==> src/rtl/mfs_pkg.sv <==
package mfs_pkg;

  typedef enum logic [1:0] {
    ST_HUNT   = 2'd0,
    ST_VERIFY = 2'd1,
    ST_LOCK   = 2'd2
  } sync_state_e;

endpackage

==> src/rtl/mfs_sync_detect.sv <==
module mfs_sync_detect #(
  parameter logic [7:0] SYNC_BYTE       = 8'h47,
  parameter bit         ACCEPT_INVERTED = 1'b1
) (
  input  logic [7:0] byte_i,
  output logic       is_sync_o
);

  localparam logic [7:0] SYNC_INV = ~SYNC_BYTE;

  // normal marker, plus its bitwise inverse when enabled
  generate
    if (ACCEPT_INVERTED) begin : g_both
      assign is_sync_o = (byte_i == SYNC_BYTE) || (byte_i == SYNC_INV);
    end else begin : g_plain
      assign is_sync_o = (byte_i == SYNC_BYTE);
    end
  endgenerate

endmodule

==> src/rtl/mfs_frame_pos.sv <==
module mfs_frame_pos #(
  parameter int FRAME_LEN = 204,
  parameter int POS_W     = $clog2(FRAME_LEN)
) (
  input  logic clk,
  input  logic rst_n,
  input  logic adv_i,      // a valid byte is consumed
  input  logic restart_i,  // current byte is a new candidate (position 0)
  output logic bound_o     // current byte sits on a frame boundary
);

  localparam logic [POS_W-1:0] LAST_POS = POS_W'(FRAME_LEN - 1);
  localparam logic [POS_W-1:0] ONE_POS  = POS_W'(1);

  logic [POS_W-1:0] pos_q, pos_d;

  always_comb begin
    pos_d = pos_q;
    if (adv_i) begin
      if (restart_i)             pos_d = ONE_POS;
      else if (pos_q == LAST_POS) pos_d = '0;
      else                        pos_d = pos_q + ONE_POS;
    end
  end

  always_ff @(posedge clk or negedge rst_n) begin
    if (!rst_n) pos_q <= '0;
    else if (adv_i) pos_q <= pos_d;
  end

  assign bound_o = (pos_q == '0);

  // an idle cycle leaves the packet position untouched
  p_idle_hold_r10: assert property (@(posedge clk) disable iff (!rst_n)
    !adv_i |=> $stable(pos_q));

  // a new candidate anchors the count so the next byte is position 1
  p_restart_anchor_r3: assert property (@(posedge clk) disable iff (!rst_n)
    adv_i && restart_i |=> pos_q == ONE_POS);

endmodule

==> src/rtl/mfs_lock_fsm.sv <==
module mfs_lock_fsm
  import mfs_pkg::*;
#(
  parameter int THR_W = 4,
  parameter int CNT_W = THR_W + 1
) (
  input  logic             clk,
  input  logic             rst_n,
  input  logic             byte_en_i,
  input  logic             is_sync_i,
  input  logic             bound_i,
  input  logic [THR_W-1:0] acq_thresh_i,
  input  logic [THR_W-1:0] miss_thresh_i,
  output logic             restart_o,
  output logic             start_next_o,
  output sync_state_e      state_o
);

  localparam logic [CNT_W-1:0] CNT_ONE = CNT_W'(1);

  sync_state_e      state_q, state_d;
  logic [CNT_W-1:0] hit_q, hit_d, miss_q, miss_d;
  logic [CNT_W-1:0] hit_inc, miss_inc, acq_ext, miss_ext;
  logic             slot;

  assign hit_inc  = hit_q + CNT_ONE;
  assign miss_inc = miss_q + CNT_ONE;
  assign acq_ext  = {1'b0, acq_thresh_i};
  assign miss_ext = {1'b0, miss_thresh_i};

  always_comb begin
    state_d   = state_q;
    hit_d     = hit_q;
    miss_d    = miss_q;
    restart_o = 1'b0;
    slot      = 1'b0;
    if (byte_en_i) begin
      unique case (state_q)
        ST_HUNT: begin
          if (is_sync_i) begin
            restart_o = 1'b1;
            slot      = 1'b1;
            hit_d     = CNT_ONE;
            miss_d    = '0;
            state_d   = (CNT_ONE > acq_ext) ? ST_LOCK : ST_VERIFY;
          end
        end
        ST_VERIFY: begin
          if (bound_i) begin
            if (is_sync_i) begin
              slot  = 1'b1;
              hit_d = hit_inc;
              if (hit_inc > acq_ext) begin
                state_d = ST_LOCK;
                miss_d  = '0;
              end
            end else begin
              state_d = ST_HUNT;
            end
          end
        end
        ST_LOCK: begin
          if (bound_i) begin
            slot   = 1'b1;
            miss_d = is_sync_i ? '0 : miss_inc;
            if (!is_sync_i && (miss_inc > miss_ext)) state_d = ST_HUNT;
          end
        end
        default: state_d = ST_HUNT;
      endcase
    end
  end

  // a frame start only where the byte leaves the block in lock
  assign start_next_o = slot && (state_d == ST_LOCK);

  always_ff @(posedge clk or negedge rst_n) begin
    if (!rst_n) begin
      state_q <= ST_HUNT;
      hit_q   <= '0;
      miss_q  <= '0;
    end else if (byte_en_i) begin
      state_q <= state_d;
      hit_q   <= hit_d;
      miss_q  <= miss_d;
    end
  end

  assign state_o = state_q;

  // hunting continues over any byte that is not a marker
  p_hunt_holds_r3: assert property (@(posedge clk) disable iff (!rst_n)
    state_q == ST_HUNT && byte_en_i && !is_sync_i |=> state_q == ST_HUNT);

  // bytes off the frame boundary never move an aligned state
  p_mid_frame_ignored_r3: assert property (@(posedge clk) disable iff (!rst_n)
    state_q != ST_HUNT && byte_en_i && !bound_i |=> $stable(state_q) && $stable(hit_q) && $stable(miss_q));

  // a failed verification returns to hunting
  p_verify_fail_r5: assert property (@(posedge clk) disable iff (!rst_n)
    state_q == ST_VERIFY && byte_en_i && bound_i && !is_sync_i |=> state_q == ST_HUNT);

  // a good aligned marker keeps lock and clears the miss run
  p_good_sync_clears_r7: assert property (@(posedge clk) disable iff (!rst_n)
    state_q == ST_LOCK && byte_en_i && bound_i && is_sync_i |=> state_q == ST_LOCK && miss_q == '0);

  // the miss run never goes beyond the programmed limit while locked
  p_miss_bound_r7: assert property (@(posedge clk) disable iff (!rst_n)
    state_q == ST_LOCK && $stable(miss_thresh_i) |-> miss_q <= miss_ext);

endmodule

==> src/rtl/mpeg_frame_sync.sv <==
module mpeg_frame_sync
  import mfs_pkg::*;
#(
  parameter int         FRAME_LEN       = 204,
  parameter logic [7:0] SYNC_BYTE       = 8'h47,
  parameter bit         ACCEPT_INVERTED = 1'b1,
  parameter int         THR_W           = 4
) (
  input  logic             clk,
  input  logic             rst_n,
  input  logic [7:0]       in_byte,
  input  logic             in_valid,
  input  logic [THR_W-1:0] acq_thresh,
  input  logic [THR_W-1:0] miss_thresh,
  output logic [7:0]       out_byte,
  output logic             out_valid,
  output logic             frame_start,
  output logic             locked
);

  localparam int POS_W = $clog2(FRAME_LEN);
  localparam int CNT_W = THR_W + 1;

  // asynchronous assertion, synchronous release
  logic [1:0] rst_pipe;
  logic       rst_sync_n;

  always_ff @(posedge clk or negedge rst_n) begin
    if (!rst_n) rst_pipe <= '0;
    else        rst_pipe <= {rst_pipe[0], 1'b1};
  end
  assign rst_sync_n = rst_pipe[1];

  logic        is_sync, bound, restart, start_next;
  sync_state_e state;

  mfs_sync_detect #(
    .SYNC_BYTE       (SYNC_BYTE),
    .ACCEPT_INVERTED (ACCEPT_INVERTED)
  ) u_detect (
    .byte_i    (in_byte),
    .is_sync_o (is_sync)
  );

  mfs_frame_pos #(
    .FRAME_LEN (FRAME_LEN),
    .POS_W     (POS_W)
  ) u_pos (
    .clk       (clk),
    .rst_n     (rst_sync_n),
    .adv_i     (in_valid),
    .restart_i (restart),
    .bound_o   (bound)
  );

  mfs_lock_fsm #(
    .THR_W (THR_W),
    .CNT_W (CNT_W)
  ) u_fsm (
    .clk           (clk),
    .rst_n         (rst_sync_n),
    .byte_en_i     (in_valid),
    .is_sync_i     (is_sync),
    .bound_i       (bound),
    .acq_thresh_i  (acq_thresh),
    .miss_thresh_i (miss_thresh),
    .restart_o     (restart),
    .start_next_o  (start_next),
    .state_o       (state)
  );

  // output stage: byte, valid and frame marker leave together
  always_ff @(posedge clk or negedge rst_sync_n) begin
    if (!rst_sync_n) begin
      out_byte    <= '0;
      out_valid   <= 1'b0;
      frame_start <= 1'b0;
    end else begin
      out_valid   <= in_valid;
      frame_start <= start_next;
      if (in_valid) out_byte <= in_byte;
    end
  end

  assign locked = (state == ST_LOCK);

  // frame start only while locked
  p_start_needs_lock_r8: assert property (@(posedge clk) disable iff (!rst_sync_n)
    frame_start |-> locked && out_valid);

  // frame start lasts a single byte
  p_start_single_r6: assert property (@(posedge clk) disable iff (!rst_sync_n)
    frame_start |=> !frame_start);

  // lock is always gained on a frame's first byte
  p_lock_on_frame_r4: assert property (@(posedge clk) disable iff (!rst_sync_n)
    $rose(locked) |-> frame_start);

  // one-cycle pass-through of the byte stream
  p_passthru_r9: assert property (@(posedge clk) disable iff (!rst_sync_n)
    in_valid |=> out_valid && out_byte == $past(in_byte));

  // an idle input cycle produces no output byte
  p_idle_out_r10: assert property (@(posedge clk) disable iff (!rst_sync_n)
    !in_valid |=> !out_valid && !frame_start);

endmodule

==> config.mk <==
export PLATFORM = sky130hd
export DESIGN_NAME = mpeg_frame_sync
export DESIGN_NICKNAME = d
export VERILOG_FILES = /design/src/rtl/mfs_pkg.sv /design/src/rtl/mfs_sync_detect.sv /design/src/rtl/mfs_frame_pos.sv /design/src/rtl/mfs_lock_fsm.sv /design/src/rtl/mpeg_frame_sync.sv
export SDC_FILE = /design/constraint.sdc
export NUM_CORES = 1
export LEC_CHECK = 0
export ABC_CLOCK_PERIOD_IN_PS = 1100
export BUFFER_PORTS_ARGS = -buffer_cell sky130_fd_sc_hd__buf_2
export CORE_AREA = 2 2 61 63
export CTS_CLUSTER_SIZE = 40
export DETAILED_ROUTE_END_ITERATION = 10
export DIE_AREA = 0 0 63 65
export PLACE_DENSITY = 0.8
export SETUP_SLACK_MARGIN = 0.2
export SLEW_MARGIN = 20
export SYNTH_ARGS = -nofsm -noshare
export SYNTH_HDL_FRONTEND = slang
export SYNTH_SLANG_ARGS = --single-unit
==> constraint.sdc <==
create_clock -name clk -period 1.1 [get_ports clk]
set_input_delay 0.055 -clock clk [delete_from_list [all_inputs] [get_ports clk]]
set_output_delay 0.055 -clock clk [all_outputs]
set_load 0.1 [all_outputs]
; ---- Word-level counts from Yosys, hierarchy flattened
; Index checks and enable logic that the tools add are counted.
[word_totals]
ff_bits = 32
in_bits = 19
out_inout_bits = 11
wordCells = 64
[classes]
n_addsub = 3
magnitude_cmp = 3
n_eq_ne = 11
mux = 29
reduce_logical = 10
[op_table]
columns = cell, n
row1 = two-way mux 5 bit, 9
row2 = "== test 8 bit, second input constant", 2
row3 = two-way mux 2 bit, 8
row4 = two-way mux 8 bit, 2
row5 = one-hot mux 5 bit (3 select lines), 1
row6 = "adder 5 x 1 -> 5 bit, second input constant", 2
row7 = > comparator 5 x 4 -> 1 bit, 2
row8 = one-hot mux 5 bit (2 select lines), 1
row9 = "adder 8 x 1 -> 8 bit, second input constant", 1
row10 = "== test 8 x 7 -> 1 bit, second input constant", 1
row11 = zero test 8 bit, 1
row12 = "inequality test 2 x 1 -> 1 bit, second input constant", 4
row13 = AND reduction 7 bit, 1
row14 = two-way mux 1 bit, 6
row15 = one-hot mux 2 bit (3 select lines), 1
row16 = AND reduction 5 bit, 1
row17 = "== test 2 bit, second input constant", 2
row18 = "> comparator 1 x 4 -> 1 bit, first input constant", 1
row19 = one-hot mux 1 bit (3 select lines), 1
row20 = nonzero test 3 bit, 1
row21 = "== test 2 x 1 -> 1 bit, second input constant", 1
row22 = logical AND 1 bit, 2
row23 = zero test 2 bit, 1
row24 = "inequality test 2 bit, second input constant", 1
row25 = 3 further kinds, 3

; ---- Depth between registers and ports, before layout
; Gate-level depths: netlist of run 1.
[logic_depth]
depth_word = 10
ltp_mapped = 9
mapped_depth_nobuf = 9

; ---- Modules after synthesis
; Synthesis of run 1 repeated with hierarchy kept, for this count alone.
[hier_totals]
hier_cells = 197
hier_area_um2 = 1975.6
[by_module_without_submodules]
columns = mod, n_inst, cells_each, area_per_inst_um2, seq_area_each_um2
row1 = mfs_lock_fsm, 1, 116, 1009.7, 300.3
row2 = mfs_frame_pos, 1, 51, 475.5, 200.2
row3 = mpeg_frame_sync, 1, 23, 441.7, 300.3
row4 = mfs_sync_detect, 1, 7, 48.8, 0.0

; ---- Least setup slack after synthesis of run 1
; No wires, ideal clock.
[synth_path]
path_type = register -> register
start = register u_fsm.state_q[0] (netlist: u_fsm.state_o[0])
end = register frame_start
setup_time_ps = 99
t_arrival_ps = 2452
required_time_ps = 1001
setup_slack_ps = -1451
path_stages_with_launch = 7
n_path_buf = 1
period_less_slack_ps = 2551
path_cell_list = dfrtp_1 -> clkbuf_1 -> nor2_1 -> nand2_1 -> a31oi_1 -> a31oi_1 -> a311oi_1
[synth_via]
elab_cells_between_ends = 15
cone_classes = 3 x eq/ne / 10 x mux / 2 x reduce/logical
[synth_lines]
columns = item, line
row1 = "start, declared", mfs_lock_fsm.sv:21  ; sync_state_e state_q, state_d;
row2 = "start signal, assigned", mfs_lock_fsm.sv:83  ; state_q <= state_d;
row3 = == test 2 bit (*), --
row4 = via locked, mpeg_frame_sync.sv:18  ; output logic locked
row5 = one-hot mux 2 bit (3 select lines), mfs_lock_fsm.sv:38  ; unique case (state_q)
row6 = two-way mux 2 bit, mfs_lock_fsm.sv:37  ; if (byte_en_i) begin
row7 = == test 2 bit, mfs_lock_fsm.sv:75  ; assign start_next_o = slot && (state_d == ST_LOCK);
row8 = logical AND 1 bit (*), mfs_lock_fsm.sv:75
row9 = via start_next, mpeg_frame_sync.sv:34  ; logic is_sync, bound, restart, start_next;
row10 = "end signal, assigned", mpeg_frame_sync.sv:80  ; frame_start <= start_next;
row11 = "end, declared", mpeg_frame_sync.sv:17  ; output logic frame_start,
; Mark *: on every way through the listed nets, which the timed path passes. The rest lies on a longest branch.
; A chain may end at the register's enable or synchronous reset.

; ---- Final worst setup path of run 1
[layout_path]
start = register u_fsm.miss_q[1]
end = register frame_start
[layout_via]
elab_chain_cells = 9
[layout_lines]
columns = item, line
row1 = "start, declared", mfs_lock_fsm.sv:22  ; logic [CNT_W-1:0] hit_q, hit_d, miss_q, miss_d;
row2 = "start signal, assigned", mfs_lock_fsm.sv:85  ; miss_q <= miss_d;
row3 = adder 5 x 1 -> 5 bit, mfs_lock_fsm.sv:27  ; assign miss_inc = miss_q + CNT_ONE;
row4 = > comparator 5 x 4 -> 1 bit, mfs_lock_fsm.sv:66  ; if (!is_sync_i && (miss_inc > miss_ext)) state_d = ST_HUNT;
row5 = logical AND 1 bit, mfs_lock_fsm.sv:66
row6 = two-way mux 2 bit, mfs_lock_fsm.sv:66
row7 = two-way mux 2 bit, mfs_lock_fsm.sv:63  ; if (bound_i) begin
row8 = one-hot mux 2 bit (3 select lines), mfs_lock_fsm.sv:38
row9 = two-way mux 2 bit, mfs_lock_fsm.sv:37
row10 = == test 2 bit, mfs_lock_fsm.sv:75
row11 = logical AND 1 bit, mfs_lock_fsm.sv:75
row12 = via start_next, mpeg_frame_sync.sv:34
; The timed path passes the listed nets, and every way through them passes these cells.

==> flow_summary_export.csv, run 1 <==
group,metric,value,unit
drt,vias,1910,
critical_path,path_common_cell,"a31oi_4",
drt,wl_per_cell,19.6,µm
timing,timing.fmax,408,MHz
critical_path,worst_path_max_delay_cell,"dfrtp_1",
critical_path,cp-start-kind,"register",
critical_path,r2r_cells,9,
global_routing,antenna_found_initial,0,
flow_run,cap_violations,0,
final_layout,nets,304,
final_layout,final_cell_mix,"buf_4 (46), dfrtp_1 (20), buf_2 (18)",
timing,hold_violations,0,
timing,drv_slew,0,
timing,finalWorstSetupSlack,-1350,ps
placement,place_ws,-1150,ps
logic_synthesis,yosys_warnings,0,
final_layout,layout_commonest_cell,"buf_4",
floorplanning,start_util,52.2,%
global_routing,grt_pass1_vias,1883,
logic_synthesis,synth_edf_count,0,
logic_synthesis,syn-num-nets,213,
run_status,status,"finished, violations left",
drt,vias_per_cell,5.93,
drt,drt.antenna.violating_nets,0,
placement,hpwl,3360,µm
floorplanning,io_pins,30,
critical_path,crit_buf_inv,0,
clock_network,cts.sinks,32,
clock_network,clockBufferDepth,2,
timing,skew,9.97,ps
run_status,violations,"setup timing",
timing,holdWs,15.4,ps
critical_path,slowest_delay,430,ps
critical_path,critPathTopFamily,"compound AO/OA/AOI/OAI gates",
timing,finalSetupViolCount,22,
clock_network,cts-root-buf,"clkbuf_4",
timing,period_share,223,%
pwr,p_per_area,1560,nW/µm²
global_routing,grt_max_degree,19,
clock_network,h-tree-depth,2,
pwr,vdd_drop_max,1.42,mV
placement,portBuffers,29,
final_layout,drive_gt1_share,54.0,%
critical_path,worstPathArrival,2680,ps
critical_path,regToRegSetupSlack,-1350,ps
clock_network,path_clk_slew,110,ps
final_layout,n_antenna_cell,0,
logic_synthesis,syn_area,1820,µm²
clock_network,clk_latency,340,ps
global_routing,grtUsageTotal,28.6,%
clock_network,cts_tree,"done",
logic_synthesis,synth-seq-cells,32,
global_routing,grt_pass1_wl,8840,µm
critical_path,path_class,"reg -> reg",
timing,relSlewSlack,48.3,%
timing,min_period,2450,ps
logic_synthesis,synthCells,182,
critical_path,r2r-start,"u_fsm.miss_q[1]",
critical_path,end_kind,"register",
drt,finalWirelength,6310,µm
floorplanning,die_h,65,µm
floorplanning,rows,22,
floorplanning,die_w,63,µm
logic_synthesis,yosysUniqueCellTypes,44,
global_routing,grt-ovfl-total,0,
drt,drt_iter0_drc,169,
logic_synthesis,synth-async-reset-ratio,100,%
hold_path,holdCritPathClass,"in -> async",
pwr,leakagePower,1.41,nW
critical_path,crit_chain,"ha_2 -> xor2_1 -> ha_1 -> and4b_1 -> a211oi_2 -> o21ai_2 -> a31oi_4 -> a31oi_4 -> a311oi_2",
critical_path,crit_fanout,3,
placement,gp_congestion,0.910,
logic_synthesis,synth-main-ff-cell,"dfrtp_1",
drt,firstDrtPassIters,4,
timing,tightest_slew,772,ps
logic_synthesis,ys_seq_area_share,43.9,%
logic_synthesis,syn_avg_cell_area,10.0,µm²
critical_path,crit_required,1330,ps
critical_path,regToRegEndpoint,"frame_start",
drt,drc,0,
timing,rsz0062_at_grt,"yes",
floorplanning,die_area,4100,µm²
final_layout,area_growth,63.6,%
floorplanning,design.core.area,3500,µm²
clock_network,cts_made_buffers,5,
flip-flops by register name, summed over array words and instances, names as in the netlist:
register,count
out_byte,8
u_fsm.state_o,2
out_valid,1
rst_pipe,2
u_fsm.miss_q,5
u_pos.pos_q,8
u_fsm.hit_q,5
frame_start,1
repair_timing:
action / in CTS / in global routing
hold endpoints to repair: 6 / 0
setup buffers: 5 / 1
gates resized for setup: 23 / 25
pin swaps: 8 / 2
hold buffers: 5 / 0
endpoints found under the setup margin: 32 / 33
synthesized netlist by cell type, types with 3 or more instances:
| master | instances | area share [%] |
|---|---|---|
| dfrtp_1 | 32 | 44 |
| nor4_1 | 4 | 1.4 |
| and3_1 | 3 | 1.0 |
| o21ai_0 | 9 | 2.5 |
| xor2_1 | 8 | 3.8 |
| nand4_1 | 4 | 1.4 |
| ha_1 | 12 | 8.2 |
| mux2_2 | 11 | 6.8 |
| inv_1 | 12 | 2.5 |
| nand2_1 | 15 | 3.1 |
| xnor2_1 | 4 | 1.9 |
| nor2_1 | 18 | 3.7 |
| nand2b_1 | 3 | 1.0 |
| nand3_1 | 8 | 2.2 |
layout make-up:
class                   count  area (µm²)
inverters                  12        45.0
clock buffers               7        65.1
multi-input cells         134        1150
flip-flops and latches     32         836
well taps                  48        60.1
clock inverters             1        30.0
fillers                   163         512
repair buffers             88         796
report_power, final:
group,switching [mW],total [mW],internal [mW]
Combinational,1.09,2.01,0.922
Sequential,0.221,1.61,1.39
Clock,0.445,1.05,0.603
worst max-delay path by stage:
stage               startpoint         endpoint  slack (ps)  depth (start not counted)
2_1_floorplan   u_pos.pos_q[0]  u_fsm.miss_q[1]       -1050                          8
3_3_place_gp    u_fsm.hit_q[0]  u_fsm.miss_q[1]       -1100                          9
3_5_place_dp    u_fsm.hit_q[0]  u_fsm.miss_q[4]       -1150                          8
4_1_cts         u_fsm.hit_q[0]  u_fsm.miss_q[4]       -1110                          8
5_1_grt         u_pos.pos_q[0]      frame_start       -1370                          9
6_report       u_fsm.miss_q[1]      frame_start       -1350                          9
cell families (layout without fill, tap and decap cells):
group / count (synthesis) / after routing / synth area share (%)
mux: 13 / 13 / 7.89
compound gates: 28 / 28 / 10.4
simple gates: 68 / 68 / 20.2
xor+xnor: 12 / 12 / 5.76
flops: 32 / 32 / 43.9
fa+ha+maj: 12 / 12 / 8.23
buf+inv: 16 / 108 / 3.36
other cells: 1 / 1 / 0.206
stage by stage:
step	area [µm²]	util (%)	setup TNS (ps)	total power, mW	instances
finish	2980	85.4	-17310	4.67	322
global route	2980	85.4	-19390	4.86	322
CTS	2860	81.8	-16330	4.36	321
detailed placement	2610	74.6	-17100	3.22	303
global placement	2610	74.6	-15690	3.16	303
floorplan	1900	-	-12770	2.50	182
metal layers:
layer	wire, µm	share of wire [%]	global-route usage, %
met5	0	0	0
met4	397	6.3	11.9
met3	520	8.2	7.12
met2	3220	51	52.9
met1	2170	34	31.2
Power figures use the tool's default switching activity.
==> run 2, diff against run 1 <==
--- a/config.mk
+++ b/config.mk
@@ -7,13 +7,14 @@
 export LEC_CHECK = 0
 export ABC_CLOCK_PERIOD_IN_PS = 1100
 export BUFFER_PORTS_ARGS = -buffer_cell sky130_fd_sc_hd__buf_2
-export CORE_AREA = 2 2 61 63
+export CORE_AREA = 2 2 63 65
 export CTS_CLUSTER_SIZE = 40
 export DETAILED_ROUTE_END_ITERATION = 10
-export DIE_AREA = 0 0 63 65
+export DIE_AREA = 0 0 65 67
 export PLACE_DENSITY = 0.8
 export SETUP_SLACK_MARGIN = 0.2
 export SLEW_MARGIN = 20
 export SYNTH_ARGS = -nofsm -noshare
 export SYNTH_HDL_FRONTEND = slang
+export SYNTH_HIERARCHICAL = 1
 export SYNTH_SLANG_ARGS = --single-unit
==> run 2 against run 1 <==
Net effect: critical path depth unchanged; the flow still finishes with violations (setup timing); sequential share of layout area decreased by 1.9 points; clock power about the same; first-iteration DRC count decreased by 23%; synthesized area increased by 8.3%; critical path type unchanged.
==> flow_summary_export.csv, run 2 <==
group,metric,value,unit
timing,hold_violations,0,
final_layout,n_antenna_cell,0,
global_routing,grt_pass1_wl,9100,µm
logic_synthesis,synth-async-reset-ratio,100,%
hold_path,holdCritPathClass,"in -> reg",
timing,finalWorstSetupSlack,-1110,ps
timing,period_share,201,%
final_layout,layout_commonest_cell,"buf_4",
timing,holdWs,17.7,ps
drt,finalWirelength,6450,µm
logic_synthesis,synthCells,197,
drt,firstDrtPassIters,4,
pwr,pwr-share-comb,45.3,%
placement,gp_congestion,0.831,
final_layout,area_growth,61.9,%
final_layout,final_cell_mix,"buf_4 (51), dfrtp_1 (21), buf_2 (18)",
logic_synthesis,yosysUniqueCellTypes,49,
drt,vias,2057,
clock_network,h-tree-depth,2,
floorplanning,rows,22,
run_status,status,"finished, violations left",
logic_synthesis,syn_avg_cell_area,10.0,µm²
final_layout,drive_gt1_share,56.7,%
run_status,violations,"setup timing",
logic_synthesis,yosys_warnings,6,
timing,timing.fmax,453,MHz
logic_synthesis,synth_edf_count,0,
drt,drc,0,
critical_path,end_kind,"register",
global_routing,grt_max_degree,21,
pwr,seq_power_share,32.4,%
global_routing,antenna_found_initial,0,
floorplanning,start_util,54.8,%
timing,skew,10.1,ps
logic_synthesis,synth_area_leaders,"dfrtp_1 (41%), ha_1 (7.6%), mux2_4 (6.1%), inv_1 (2.8%), nand3_1 (2.8%)",
final_layout,top_regs,"out_byte (8), u_pos/pos_q (8)",
global_routing,grt-ovfl-total,0,
final_layout,fin_util,88.7,%
logic_synthesis,synthTopCellsByCount,"dfrtp_1 (32), inv_1 (15), ha_1 (12), nand2_1 (12)",
flow_run,cap_violations,0,
drt,drt.antenna.violating_nets,0,
critical_path,crit_required,1290,ps
logic_synthesis,synth-seq-cells,32,
logic_synthesis,synth_top_area_share,40.5,%
clock_network,clk_latency,290,ps
critical_path,cp-start-kind,"register",
global_routing,grt_pass1_vias,2033,
clock_network,cts.sinks,32,
timing,drv_slew,0,
pwr,p_per_area,1450,nW/µm²
drt,vias_per_cell,6.03,
pwr,p_int,2.94,mW
timing,finalSetupViolCount,22,
logic_synthesis,synth-main-ff-cell,"dfrtp_1",
logic_synthesis,synth_area_leader_cell,"dfrtp_1",
pwr,totalPowerFinal,4.65,mW
clock_network,clockBufferDepth,2,
critical_path,crit_fanout,4,
timing,rsz0062_at_grt,"yes",
logic_synthesis,syn-num-nets,228,
floorplanning,die_area,4360,µm²
floorplanning,io_pins,30,
drt,drt_iter0_drc,130,
clock_network,path_clk_slew,70,ps
global_routing,grtUsageTotal,27.9,%
critical_path,slowest_delay,410,ps
pwr,switching_share,36.7,%
pwr,leakagePower,1.51,nW
timing,min_period,2210,ps
clock_network,cts_tree,"done",
placement,portBuffers,29,
drt,wl_per_cell,18.9,µm
critical_path,worstPathArrival,2390,ps
logic_synthesis,syn_area,1980,µm²
critical_path,crit_chain,"ha_2 -> xor2_1 -> ha_1 -> a21oi_2 -> o221ai_2 -> a211oi_2 -> buf_4 -> a21oi_2 -> a211oi_2",
critical_path,path_class,"reg -> reg",
pwr,power.switching,1.71,mW
timing,tns,-15310,ps
floorplanning,die_h,67,µm
pwr,vdd_drop_max,1.35,mV
floorplanning,design.core.area,3610,µm²
floorplanning,die_w,65,µm
critical_path,worst_path_max_delay_cell,"dfrtp_1",
placement,hpwl,3490,µm
final_layout,fillers,153,
logic_synthesis,synth_most_common_cell,"dfrtp_1",
logic_synthesis,ys_seq_area_share,40.5,%
pwr,pwr-share-clk,22.3,%
clock_network,cts_made_buffers,5,
final_layout,nets,323,
clock_network,cts-root-buf,"clkbuf_8",
-- run 2: worst max-delay path, delay by kind of cell, from the launching register on --
family | cells | cell delay (ps)
compound gates | 5 | 850
xor+xnor | 1 | 140
buf+inv | 1 | 180
flops | 1 | 410
fa+ha+maj | 2 | 530
-- run 2: through the flow --
step / instances / setup WS (ps) / area (µm²)
after floorplan: 197 / -992 / 2050
after global placement: 320 / -965 / 2800
after detailed placement: 320 / -1050 / 2800
after CTS: 337 / -1010 / 3080
after global routing: 341 / -1180 / 3200
final: 341 / -1110 / 3200
-- run 2: final timing paths --
path,endpoint,cells past startpoint,start,slack (ps)
hold reg to reg,out_byte[1],0,rst_pipe[1],140
min in group asynchronous,rst_pipe[1],2,rst_n,80
max in group asynchronous,u_pos/pos_q[1],1,rst_pipe[1],550
setup / recovery,u_fsm/state_o[0],9,u_fsm/hit_q[0],-1110
hold / removal,out_byte[5],2,in_byte[5],20
setup reg to reg,u_fsm/state_o[0],9,u_fsm/hit_q[0],-1110
-- run 2: final cells by class --
| cell class | count | area (µm²) | area share [%] |
|---|---|---|---|
| Clock buffer | 8 | 100 | 3.13 |
| Inverter | 15 | 56.3 | 1.76 |
| Timing Repair Buffer | 94 | 867 | 27.1 |
| Tap cell | 48 | 60.1 | 1.88 |
| Sequential cell | 32 | 835 | 26.1 |
| Multi-Input combinational cell | 144 | 1280 | 40.0 |
-- run 2: routing by layer --
layer,vias to the layer above,track usage [%],wire (µm)
met5,-,0,0
met4,0,12.5,286
met3,37,6.08,412
met2,110,53.1,3340
met1,1010,29.1,2410
li1,900,-,-
-- run 2: power groups by stage --
stage / Combinational [mW] / Sequential [mW] / Clock [mW]
2_1_floorplan: 0.546 / 1.77 / 0
3_3_place_gp: 1.55 / 1.49 / 0
3_5_place_dp: 1.59 / 1.49 / 0
4_1_cts: 1.81 / 1.49 / 1.03
5_1_grt: 2.22 / 1.51 / 1.10
6_report: 2.11 / 1.51 / 1.04
-- run 2: logic make-up (layout without fill, tap and decap cells) --
| logic type | after synthesis | count (layout) | synth area share [%] |
|---|---|---|---|
| flops | 32 | 32 | 40.5 |
| simple gates | 73 | 73 | 21.2 |
| other cells | 1 | 1 | 0.190 |
| compound gates | 38 | 38 | 14.4 |
| mux | 10 | 10 | 7.16 |
| buf+inv | 21 | 117 | 4.56 |
| xor+xnor | 10 | 10 | 4.43 |
| fa+ha+maj | 12 | 12 | 7.60 |
-- run 2: repair_timing --
action	CTS	global route
gates resized for setup	33	19
hold endpoints to repair	2	0
endpoints found under the setup margin	32	34
buffers inserted	8	4
pin swaps	12	7
hold buffers	1	0
==> run 3, diff against run 2 <==
--- a/config.mk
+++ b/config.mk
@@ -5,9 +5,10 @@
 export SDC_FILE = /design/constraint.sdc
 export NUM_CORES = 1
 export LEC_CHECK = 0
-export ABC_CLOCK_PERIOD_IN_PS = 1100
-export BUFFER_PORTS_ARGS = -buffer_cell sky130_fd_sc_hd__buf_2
+export ABC_CLOCK_PERIOD_IN_PS = 2400
+export BUFFER_PORTS_ARGS = -buffer_cell sky130_fd_sc_hd__buf_4
 export CORE_AREA = 2 2 63 65
+export CTS_BUF_LIST = sky130_fd_sc_hd__clkbuf_8 sky130_fd_sc_hd__clkbuf_16
 export CTS_CLUSTER_SIZE = 40
 export DETAILED_ROUTE_END_ITERATION = 10
 export DIE_AREA = 0 0 65 67
==> constraint.sdc (replaced) <==
create_clock -name clk -period 2.4 [get_ports clk]
set_input_delay 0.12 -clock clk [delete_from_list [all_inputs] [get_ports clk]]
set_output_delay 0.12 -clock clk [all_outputs]
set_load 0.1 [all_outputs]
==> run 3 against run 2 <==
Net effect: the flow now finishes without violations; sequential share of layout area increased by 5.2 points; non-clock buffer count fell by 46; cell area down 20%; count of clock-buffer cells in the layout is 3 lower; core utilization is 18 points lower; critical path depth shrank 1; wire length decreased by 33%.
==> flow_summary_export.csv, run 3 (synthesis gave the netlist of run 2 again) <==
group,metric,value,unit
global_routing,grt_pass1_wl,7050,µm
critical_path,crit_fanout,5,
placement,hpwl,2890,µm
drt,drt_iter0_drc,88,
pwr,p_per_area,690,nW/µm²
placement,dp_cells,273,
final_layout,area_growth,29.9,%
global_routing,antenna_found_initial,0,
floorplanning,design.core.area,3610,µm²
critical_path,slowest_delay,440,ps
critical_path,end_kind,"register",
timing,finalSetupViolCount,0,
drt,wl_per_cell,14.6,µm
floorplanning,start_util,54.8,%
final_layout,n_antenna_cell,0,
timing,hold_violations,0,
critical_path,worst_path_max_delay_cell,"dfrtp_2",
clock_network,h-tree-depth,2,
floorplanning,die_h,67,µm
timing,finalWorstSetupSlack,242,ps
timing,period_share,89.9,%
timing,tns,0,ps
final_layout,fillers,295,
final_layout,drive_gt1_share,36.4,%
timing,min_period,2160,ps
global_routing,grtUsageTotal,21.3,%
drt,drt.antenna.violating_nets,0,
placement,gp_congestion,0.867,
run_status,status,"completed",
pwr,leakagePower,1.20,nW
drt,vias_per_cell,5.67,
placement,portBuffers,29,
floorplanning,die_w,65,µm
final_layout,stdcell_count,295,
final_layout,nets,277,
clock_network,cts_made_buffers,5,
placement,place_ws,76.7,ps
pwr,vdd_drop_max,0.622,mV
timing,timing.fmax,463,MHz
final_layout,layout_commonest_cell,"buf_4",
global_routing,grt_pass1_vias,1598,
clock_network,cts.sinks,32,
floorplanning,die_area,4360,µm²
critical_path,crit_required,2560,ps
drt,drc,0,
timing,drv_slew,0,
critical_path,critPathTopFamily,"compound AO/OA/AOI/OAI gates",
timing,rsz0062_at_grt,"yes",
clock_network,clockBufferDepth,2,
final_layout,final_cell_mix,"buf_4 (46), dfrtp_1 (30), inv_1 (14)",
critical_path,crit_buf_inv,0,
critical_path,worstPathArrival,2320,ps
floorplanning,io_pins,30,
clock_network,cts_tree,"done",
clock_network,path_clk_slew,70,ps
critical_path,crit_chain,"ha_4 -> xor2_1 -> ha_1 -> a21oi_2 -> o221ai_2 -> a211oi_2 -> or2_4 -> o21ai_0",
timing,skew,11.5,ps
drt,finalWirelength,4300,µm
flow_run,cap_violations,0,
drt,firstDrtPassIters,4,
global_routing,grt_max_degree,29,
global_routing,grt-ovfl-total,0,
critical_path,cp-start-kind,"register",
critical_path,path_class,"reg -> reg",
drt,vias,1672,
final_layout,fin_util,71.2,%
pwr,totalPowerFinal,1.77,mW
final_layout,top_regs,"out_byte (8), u_pos/pos_q (8)",
floorplanning,rows,22,
clock_network,cts-root-buf,"clkbuf_8",
hold_path,holdCritPathClass,"in -> reg",
clock_network,clk_latency,290,ps
[run 3: final timing paths]
path / endpoint / startpoint / cells after the start / slack (ps)
worst min-delay path: out_byte[4] / in_byte[4] / 2 / 80
worst max-delay path: u_fsm/miss_q[1] / u_fsm/hit_q[0] / 8 / 240
max in group asynchronous: u_fsm/hit_q[0] / rst_pipe[1] / 1 / 1590
min in group asynchronous: rst_pipe[1] / rst_n / 2 / 150
worst min register to register: out_byte[7] / rst_pipe[1] / 0 / 180
worst max register to register: u_fsm/miss_q[1] / u_fsm/hit_q[0] / 8 / 240
[run 3: stage by stage]
| step | area (µm²) | hold WS (ps) |
|---|---|---|
| final | 2570 | 75.2 |
| after floorplan | 1980 | -176 |
| after detailed placement | 2260 | -92.5 |
| after global routing | 2570 | 69.6 |
| after CTS | 2430 | 66.8 |
| after global placement | 2260 | -96.3 |
[run 3: final cells by class]
class	count	area (µm²)	area share, %
inverters	15	56.3	2.19
flip-flops and latches	32	803	31.3
well taps	48	60.1	2.34
clock buffers	5	68.8	2.68
repair buffers	48	367	14.3
clock inverters	3	42.5	1.66
multi-input cells	144	1170	45.5
[run 3: power breakdown]
group | leakage [nW] | switching, mW | internal, mW
registers | 0.398 | 0.0892 | 0.610
clock network | 0.0541 | 0.206 | 0.307
logic | 0.746 | 0.326 | 0.233
total | 1.20 | 0.621 | 1.15
[run 3: what timing repair did]
item,4_1_cts,5_1_grt
hold buffers,1,0
resized for setup,5,14
pin swaps,4,11
setup buffers,4,9
hold endpoints to repair,2,0
setup endpoints to repair,7,8
[run 3: routing by layer]
layer	up-vias	routed length [µm]	global-route usage [%]	part of all wire, %
met2	66	2140	35.2	50
met4	0	28	6.38	0.65
met3	4	265	5.57	6.2
li1	808	-	-	-
met5	-	0	0	0
met1	794	1870	27.5	43
